==> src/rtl/dmac_rf_pkg.sv <==
package dmac_rf_pkg;
    localparam int CH_COUNT = 4;
    localparam int BUS_AW   = 5;
    localparam int BUS_DW   = 8;
    localparam int CH_SEL_W = $clog2(CH_COUNT);

    localparam logic [BUS_AW-1:0] A_CTRL_BASE = 5'h10;
    localparam logic [BUS_AW-1:0] A_PRIO      = 5'h14;
    localparam logic [BUS_AW-1:0] A_INTR      = 5'h15;
    localparam logic [BUS_AW-1:0] A_CHAIN     = 5'h16;

    localparam logic [BUS_DW-1:0] PRIO_WMASK = 8'h8F;
    localparam logic [BUS_DW-1:0] UNUSED_RD  = 8'hFF;

    typedef enum logic [1:0] {
        SUB_PTR_HI = 2'd0,
        SUB_PTR_LO = 2'd1,
        SUB_CNT_HI = 2'd2,
        SUB_CNT_LO = 2'd3
    } sub_sel_t;

    typedef enum logic {
        IRQ_QUIET  = 1'b0,
        IRQ_RAISED = 1'b1
    } irq_state_t;
endpackage

==> src/rtl/dmac_chan_regs.sv <==
module dmac_chan_regs
    import dmac_rf_pkg::*;
#(
    parameter int PTR_W = 16
) (
    input  logic             clk,
    input  logic             rst_n,
    input  logic             grp_wr,
    input  logic [1:0]       sub,
    input  logic [7:0]       wdata,
    input  logic             ctrl_wr,
    input  logic             ctrl_rd,
    input  logic             eng_start,
    input  logic             eng_done,
    input  logic             upd_en,
    input  logic [PTR_W-1:0] upd_addr,
    input  logic [PTR_W-1:0] upd_count,
    output logic [PTR_W-1:0] addr_q,
    output logic [PTR_W-1:0] count_q,
    output logic [7:0]       ctrl_q
);
    localparam int HI_W = PTR_W - 8;

    sub_sel_t sub_e;
    assign sub_e = sub_sel_t'(sub);

    always_ff @(posedge clk) begin
        if (!rst_n) begin
            addr_q  <= '1;
            count_q <= '1;
        end else if (upd_en) begin
            addr_q  <= upd_addr;
            count_q <= upd_count;
        end else if (grp_wr) begin
            unique case (sub_e)
                SUB_PTR_HI: addr_q[PTR_W-1:8]  <= wdata[HI_W-1:0];
                SUB_PTR_LO: addr_q[7:0]        <= wdata;
                SUB_CNT_HI: count_q[PTR_W-1:8] <= wdata[HI_W-1:0];
                SUB_CNT_LO: count_q[7:0]       <= wdata;
            endcase
        end
    end

    always_ff @(posedge clk) begin
        if (!rst_n) begin
            ctrl_q <= '0;
        end else begin
            if (ctrl_wr) ctrl_q[3:0] <= wdata[3:0];
            if (eng_done) begin
                ctrl_q[7] <= 1'b1;
                ctrl_q[6] <= 1'b0;
            end else begin
                if (eng_start) ctrl_q[6] <= 1'b1;
                if (ctrl_rd)   ctrl_q[7] <= 1'b0;
            end
        end
    end

    AST_CTRL_LOW_HELD: assert property (@(posedge clk) disable iff (!rst_n)
        !ctrl_wr |=> $stable(ctrl_q[3:0]));
    AST_DONE_SETS_FLAG: assert property (@(posedge clk) disable iff (!rst_n)
        eng_done |=> (ctrl_q[7] && !ctrl_q[6]));
    AST_READ_CLEARS_FLAG: assert property (@(posedge clk) disable iff (!rst_n)
        (ctrl_rd && !eng_done) |=> !ctrl_q[7]);
endmodule

==> src/rtl/dmac_shared_regs.sv <==
module dmac_shared_regs
    import dmac_rf_pkg::*;
(
    input  logic       clk,
    input  logic       rst_n,
    input  logic [7:0] wdata,
    input  logic       prio_wr,
    input  logic       intr_wr,
    input  logic       intr_rd,
    input  logic       chain_wr,
    input  logic       done_any,
    input  logic       irq_cond,
    output logic [7:0] prio_q,
    output logic [7:0] intr_q,
    output logic [7:0] chain_q
);
    always_ff @(posedge clk) begin
        if (!rst_n) begin
            prio_q <= '0;
        end else if (prio_wr) begin
            prio_q <= wdata & PRIO_WMASK;
        end
    end

    always_ff @(posedge clk) begin
        if (!rst_n) begin
            intr_q <= '0;
        end else begin
            if (intr_wr) intr_q[3:0] <= wdata[3:0];
            intr_q[7] <= irq_cond | (intr_q[7] & ~intr_rd);
        end
    end

    always_ff @(posedge clk) begin
        if (!rst_n) begin
            chain_q <= '0;
        end else begin
            if (chain_wr) chain_q[3:0] <= wdata[3:0];
            if (intr_rd)  chain_q[7:4] <= 4'h0;
            if (done_any) chain_q[4]   <= 1'b1;
        end
    end

    AST_PRIO_MASKED: assert property (@(posedge clk) disable iff (!rst_n)
        prio_wr |=> (prio_q == ($past(wdata) & 8'h8F)));
    AST_SUMMARY_SET: assert property (@(posedge clk) disable iff (!rst_n)
        irq_cond |=> intr_q[7]);
    AST_SUMMARY_STICKY: assert property (@(posedge clk) disable iff (!rst_n)
        (intr_q[7] && !intr_rd) |=> intr_q[7]);
endmodule

==> src/rtl/dmac_irq_fsm.sv <==
module dmac_irq_fsm
    import dmac_rf_pkg::*;
(
    input  logic clk,
    input  logic rst_n,
    input  logic summary,
    output logic irq
);
    irq_state_t state_q, state_d;

    always_comb begin
        state_d = state_q;
        unique case (state_q)
            IRQ_QUIET:  if (summary)  state_d = IRQ_RAISED;
            IRQ_RAISED: if (!summary) state_d = IRQ_QUIET;
        endcase
    end

    always_ff @(posedge clk) begin
        if (!rst_n) state_q <= IRQ_QUIET;
        else        state_q <= state_d;
    end

    always_comb begin
        irq = (state_q == IRQ_RAISED);
    end

    AST_IRQ_RISE: assert property (@(posedge clk) disable iff (!rst_n)
        summary |=> irq);
    AST_IRQ_FALL: assert property (@(posedge clk) disable iff (!rst_n)
        !summary |=> !irq);
endmodule

==> src/rtl/dmac_regfile.sv <==
module dmac_regfile
    import dmac_rf_pkg::*;
#(
    parameter int PTR_W = 16
) (
    input  logic                clk,
    input  logic                rst_n,
    input  logic                cpu_en,
    input  logic                cpu_wr,
    input  logic [BUS_AW-1:0]   cpu_addr,
    input  logic [BUS_DW-1:0]   cpu_wdata,
    output logic [BUS_DW-1:0]   cpu_rdata,
    input  logic [CH_COUNT-1:0] eng_start,
    input  logic [CH_COUNT-1:0] eng_done,
    input  logic                eng_upd_en,
    input  logic [CH_SEL_W-1:0] eng_upd_ch,
    input  logic [PTR_W-1:0]    eng_upd_addr,
    input  logic [PTR_W-1:0]    eng_upd_count,
    output logic                xfer_enable,
    output logic                irq
);
    logic wr_stb, rd_stb;
    assign wr_stb = cpu_en & cpu_wr;
    assign rd_stb = cpu_en & ~cpu_wr;

    logic [CH_COUNT-1:0][PTR_W-1:0] addr_q;
    logic [CH_COUNT-1:0][PTR_W-1:0] count_q;
    logic [CH_COUNT-1:0][7:0]       ctrl_q;
    logic [CH_COUNT-1:0]            done_flags;

    for (genvar g = 0; g < CH_COUNT; g++) begin : g_chan
        logic grp_wr, ctrl_wr, ctrl_rd, upd_en;
        assign grp_wr  = wr_stb && !cpu_addr[4] && (cpu_addr[3:2] == CH_SEL_W'(g));
        assign ctrl_wr = wr_stb && (cpu_addr == A_CTRL_BASE + BUS_AW'(g));
        assign ctrl_rd = rd_stb && (cpu_addr == A_CTRL_BASE + BUS_AW'(g));
        assign upd_en  = eng_upd_en && (eng_upd_ch == CH_SEL_W'(g));

        dmac_chan_regs #(.PTR_W(PTR_W)) u_chan (
            .clk       (clk),
            .rst_n     (rst_n),
            .grp_wr    (grp_wr),
            .sub       (cpu_addr[1:0]),
            .wdata     (cpu_wdata),
            .ctrl_wr   (ctrl_wr),
            .ctrl_rd   (ctrl_rd),
            .eng_start (eng_start[g]),
            .eng_done  (eng_done[g]),
            .upd_en    (upd_en),
            .upd_addr  (eng_upd_addr),
            .upd_count (eng_upd_count),
            .addr_q    (addr_q[g]),
            .count_q   (count_q[g]),
            .ctrl_q    (ctrl_q[g])
        );
        assign done_flags[g] = ctrl_q[g][7];
    end

    logic [7:0] prio_q, intr_q, chain_q;
    logic       irq_cond;
    assign irq_cond = |(intr_q[CH_COUNT-1:0] & done_flags);

    dmac_shared_regs u_shared (
        .clk      (clk),
        .rst_n    (rst_n),
        .wdata    (cpu_wdata),
        .prio_wr  (wr_stb && (cpu_addr == A_PRIO)),
        .intr_wr  (wr_stb && (cpu_addr == A_INTR)),
        .intr_rd  (rd_stb && (cpu_addr == A_INTR)),
        .chain_wr (wr_stb && (cpu_addr == A_CHAIN)),
        .done_any (|eng_done),
        .irq_cond (irq_cond),
        .prio_q   (prio_q),
        .intr_q   (intr_q),
        .chain_q  (chain_q)
    );

    dmac_irq_fsm u_irq (
        .clk     (clk),
        .rst_n   (rst_n),
        .summary (intr_q[7]),
        .irq     (irq)
    );

    assign xfer_enable = prio_q[0];

    always_comb begin
        cpu_rdata = UNUSED_RD;
        if (!cpu_addr[4]) begin
            unique case (sub_sel_t'(cpu_addr[1:0]))
                SUB_PTR_HI: cpu_rdata = 8'(addr_q[cpu_addr[3:2]][PTR_W-1:8]);
                SUB_PTR_LO: cpu_rdata = addr_q[cpu_addr[3:2]][7:0];
                SUB_CNT_HI: cpu_rdata = 8'(count_q[cpu_addr[3:2]][PTR_W-1:8]);
                SUB_CNT_LO: cpu_rdata = count_q[cpu_addr[3:2]][7:0];
            endcase
        end else if (cpu_addr[3:2] == 2'b00) begin
            cpu_rdata = ctrl_q[cpu_addr[1:0]];
        end else if (cpu_addr == A_PRIO) begin
            cpu_rdata = prio_q;
        end else if (cpu_addr == A_INTR) begin
            cpu_rdata = ((chain_q >> 4) | 8'h80) & intr_q;
        end else if (cpu_addr == A_CHAIN) begin
            cpu_rdata = {4'h0, chain_q[3:0]};
        end
    end

    AST_ENABLE_TRACKS_WRITE: assert property (@(posedge clk) disable iff (!rst_n)
        (wr_stb && cpu_addr == A_PRIO) |=> (xfer_enable == $past(cpu_wdata[0])));
endmodule

==> config.mk <==
export PLATFORM = sky130hd
export DESIGN_NAME = dmac_regfile
export DESIGN_NICKNAME = d
export VERILOG_FILES = /design/src/rtl/dmac_rf_pkg.sv /design/src/rtl/dmac_chan_regs.sv /design/src/rtl/dmac_shared_regs.sv /design/src/rtl/dmac_irq_fsm.sv /design/src/rtl/dmac_regfile.sv
export SDC_FILE = /design/constraint.sdc
export NUM_CORES = 1
export LEC_CHECK = 0
export BUFFER_PORTS_ARGS = -buffer_cell sky130_fd_sc_hd__buf_2
export CORE_MARGIN = 2
export CORE_UTILIZATION = 50
export DETAILED_ROUTE_END_ITERATION = 12
export PLACE_DENSITY_LB_ADDON = 0.2
export SYNTH_ARGS = -nofsm -noshare
export SYNTH_HDL_FRONTEND = slang
export SYNTH_SLANG_ARGS = --single-unit
==> constraint.sdc <==
create_clock -name clk -period 1.7 [get_ports clk]
set_input_delay 0.34 -clock clk [delete_from_list [all_inputs] [get_ports clk]]
set_output_delay 0.34 -clock clk [all_outputs]
set_load 0.005 [all_outputs]
==> flow_summary_export.csv <==
group,metric,value,unit
status,outcome,"finished, violations left",
status,violations,"negative setup slack",
floorplanning,row_count,48,
sta,max-slew-margin-rel,60.8,%
drt,routedWlPerCell,22.3,um
cts,numCtsBuffers,17,
critical_path,worst-path-buf-inv,1,
drt,wl_met2,13.1,mm
hold_path,min_from,"eng_start[2]",
placement,dp_slack,-611,ps
sta,fin_crit,2270,ps
sta,clock-skew-final,4.71,ps
drt,routed_wl,28.2,mm
grt,first_global_vias,7953,
floorplanning,core_area,17100,um^2
final_layout,regArea,3380,um^2
sta,hold_viol_final,0,
critical_path,crit_path_end_kind,"output port",
cts,cts_hold_buf,0,
critical_path,crit_start,"g_chan[3].u_chan.ctrl_q[7]",
synth,synth_seq_area_share,38.7,%
sta,setup_violations,8,
sta,worst_slew_pin_slew,588,ps
cts,clk_pin_slew,60,ps
final_layout,post-route-util,63.3,%
synth,synth_area,8680,um^2
synth,yosys.area.top_type,"dfxtp_1",
synth,synth_top_area_share,38.7,%
pwr,ir_worst_vdd,804,uV
sta,setup_ws,-570,ps
placement,postPlaceCellArea,10000,um^2
critical_path,regToRegSetupSlack,560,ps
drt,drt_iter0_drc,629,
drt,dr.max_layer_used,"met4",
synth,synth.avg_cell_area,9.58,um^2
cts,clock_sinks,168,
final_layout,design_area,10800,um^2
critical_path,slowest_delay,490,ps
grt,grtUsageTotal,32.0,%
sta,drv_slew,0,
synth,synth-async-reset-ratio,0,%
cts,postCtsSetupRepairBufs,0,
sta,fmax,440,MHz
synth,ys.flop_type,"dfxtp_1",
critical_path,path_delay_family,"multiplexers",
final_layout,diodes,0,
sta,timing.setup.tns,-3400,ps
drt,met1_length,11.8,mm
critical_path,crit_chain,"mux4_2 > and2_4 > a211oi_4 > o221ai_2 > buf_2",
grt,grt_pass1_wl,44.4,mm
job,maxCapViolCount,0,
drt,vias,7976,
placement,io_buffers,69,
drt,ant_nets,0,
cts,clk_path_buf_depth,2,
synth,synth_fp_nets,966,
pwr,power,9.51,mW
grt,grt_antenna_before_repair,0,
drt,drc_errors,0,
grt,grt_max_degree,46,
cts,clock-root-buffer,"clkbuf_16",
placement,routabilityCongestion,0.887,
cts,clkLatencyLatePin,430,ps
sta,fin_crit_sh,134,%
critical_path,cp.required,1360,ps
drt,viasPerCell,6.29,
pwr,p_leak,4.65,nW
critical_path,crit_fanout,3,
drt,drt-pass1-iter-count,5,
placement,post-place-cells,1237,
grt,grt.overflow.total,0,
pwr,power_density,877,nW/um^2
placement,dp_hpwl,19.4,mm
final_layout,drive_above_1_share,29.7,%
cts,cts_tree,"yes",
final_layout,nets,1092,
hold_path,hold_path_class,"in2reg",
cts,h-tree-depth,4,
critical_path,worstSetupPathType,"reg2out",
synth,netlist_instances,906,
sta,rsz0062_at_grt,"true",
synth,synth_warnings,0,
drt,wl_met3,2.46,mm
sta,fin_hold_ws,133,ps
synth,synth_edf_count,0,
final_layout,final_cells,1268,
synth,synth_seq_cells,168,
floorplanning,dieArea,18400,um^2
final_layout,final.fill_count,1419,
synth,synth_cell_type_count,54,
critical_path,slowest_stage,"mux4_2",
final_layout,synthToLayoutAreaGrowth,24.8,%
critical_path,critPathLaunchType,"flip-flop",
final_layout,multiInputGateArea,5030,um^2
critical_path,rr_startpoint,"g_chan[0].u_chan.ctrl_q[7]",
floorplanning,start_util,50.7,%
floorplanning,die_w,136,um
critical_path,critPathArrivalTime,1930,ps
floorplanning,die_h,136,um
synth,synthTopCellsByArea,"dfxtp_1, mux2i_1, a32oi_1",
floorplanning,io_pins,70,
-- routing by layer --
metal	global-route usage, %	up-vias
met5	0	-
met4	11.6	0
met2	51.7	380
met3	7.26	62
li1	-	3654
met1	41.9	3880
-- Yosys cell counts, types with 4 or more instances --
library cell	number
buf_2	21
inv_1	10
clkbuf_1	52
dfxtp_1	168
o211a_1	4
buf_1	4
nor2b_1	70
o31ai_1	4
and2_1	6
or4_1	6
nand2b_1	5
buf_4	8
nor3_2	5
nand4_1	5
mux4_2	16
nand2_1	96
o21ai_0	30
a32oi_1	72
buf_6	5
a211oi_1	5
mux2_2	4
a21boi_1	4
nor2_1	10
a22oi_1	68
mux2i_1	124
nand3_1	60
o221ai_1	4
-- area by class of cell --
type,instances,share of cell area [%]
clock buffer,21,4.25
clock inverter,9,1.37
inverter,10,0.346
multi-input combinational,638,46.4
sequential,168,31.1
tap,225,2.60
timing repair buffer,197,13.9
-- registers in the layout (all words and copies together), names as in the netlist --
register	count
g_chan.u_chan.addr_q	64
g_chan.u_chan.count_q	64
g_chan.u_chan.ctrl_q	24
u_irq.irq	1
u_shared.chain_q	5
u_shared.intr_q	5
u_shared.prio_q	5
-- repair_timing --
| item | CTS | global route |
|---|---|---|
| gates cloned | 1 | 0 |
| resized for setup | 43 | 14 |
| pin swaps | 9 | 4 |
| endpoints found under the setup margin | 9 | 44 |
-- logic make-up (layout without fill, tap and decap cells) --
family | Yosys count | count (layout) | share of synthesized area, %
buffers and inverters | 100 | 237 | 5.40
muxes | 145 | 145 | 19.3
AOI/OAI and AO/OA | 205 | 205 | 18.1
DFF | 168 | 168 | 38.7
and+or+nand+nor | 288 | 288 | 18.5
-- layout by cell type, fill, tap and decap left out, types with 5 or more instances in the layout --
cell and instances:
buf_12 12, nand2b_1 5, buf_4 111, nand2_1 95
a22oi_1 66, or4_1 6, nor2b_2 6, nor2b_1 64
dfxtp_1 158, mux2i_1 124, nor2_1 7, dfxtp_2 10
mux4_2 16, inv_1 10, nand4_1 5, nor3_2 5
buf_6 6, nand3_1 59, o21ai_0 26, buf_2 66
a32oi_1 72, clkbuf_16 17
-- path summary, 6_finish.rpt --
path	depth (start not counted)	end
worst max register to register	4	u_shared.intr_q[7]
worst max-delay path	5	cpu_rdata[7]
worst min register to register	2	g_chan[1].u_chan.addr_q[13]
worst min-delay path	2	g_chan[2].u_chan.ctrl_q[6]
-- power by group --
part | switching, mW | internal (mW)
Clock | 1.58 | 2.51
Sequential | 0.0697 | 4.07
Combinational | 0.736 | 0.541
Total | 2.38 | 7.13
Note: power is estimated with default switching activity, not from simulation.
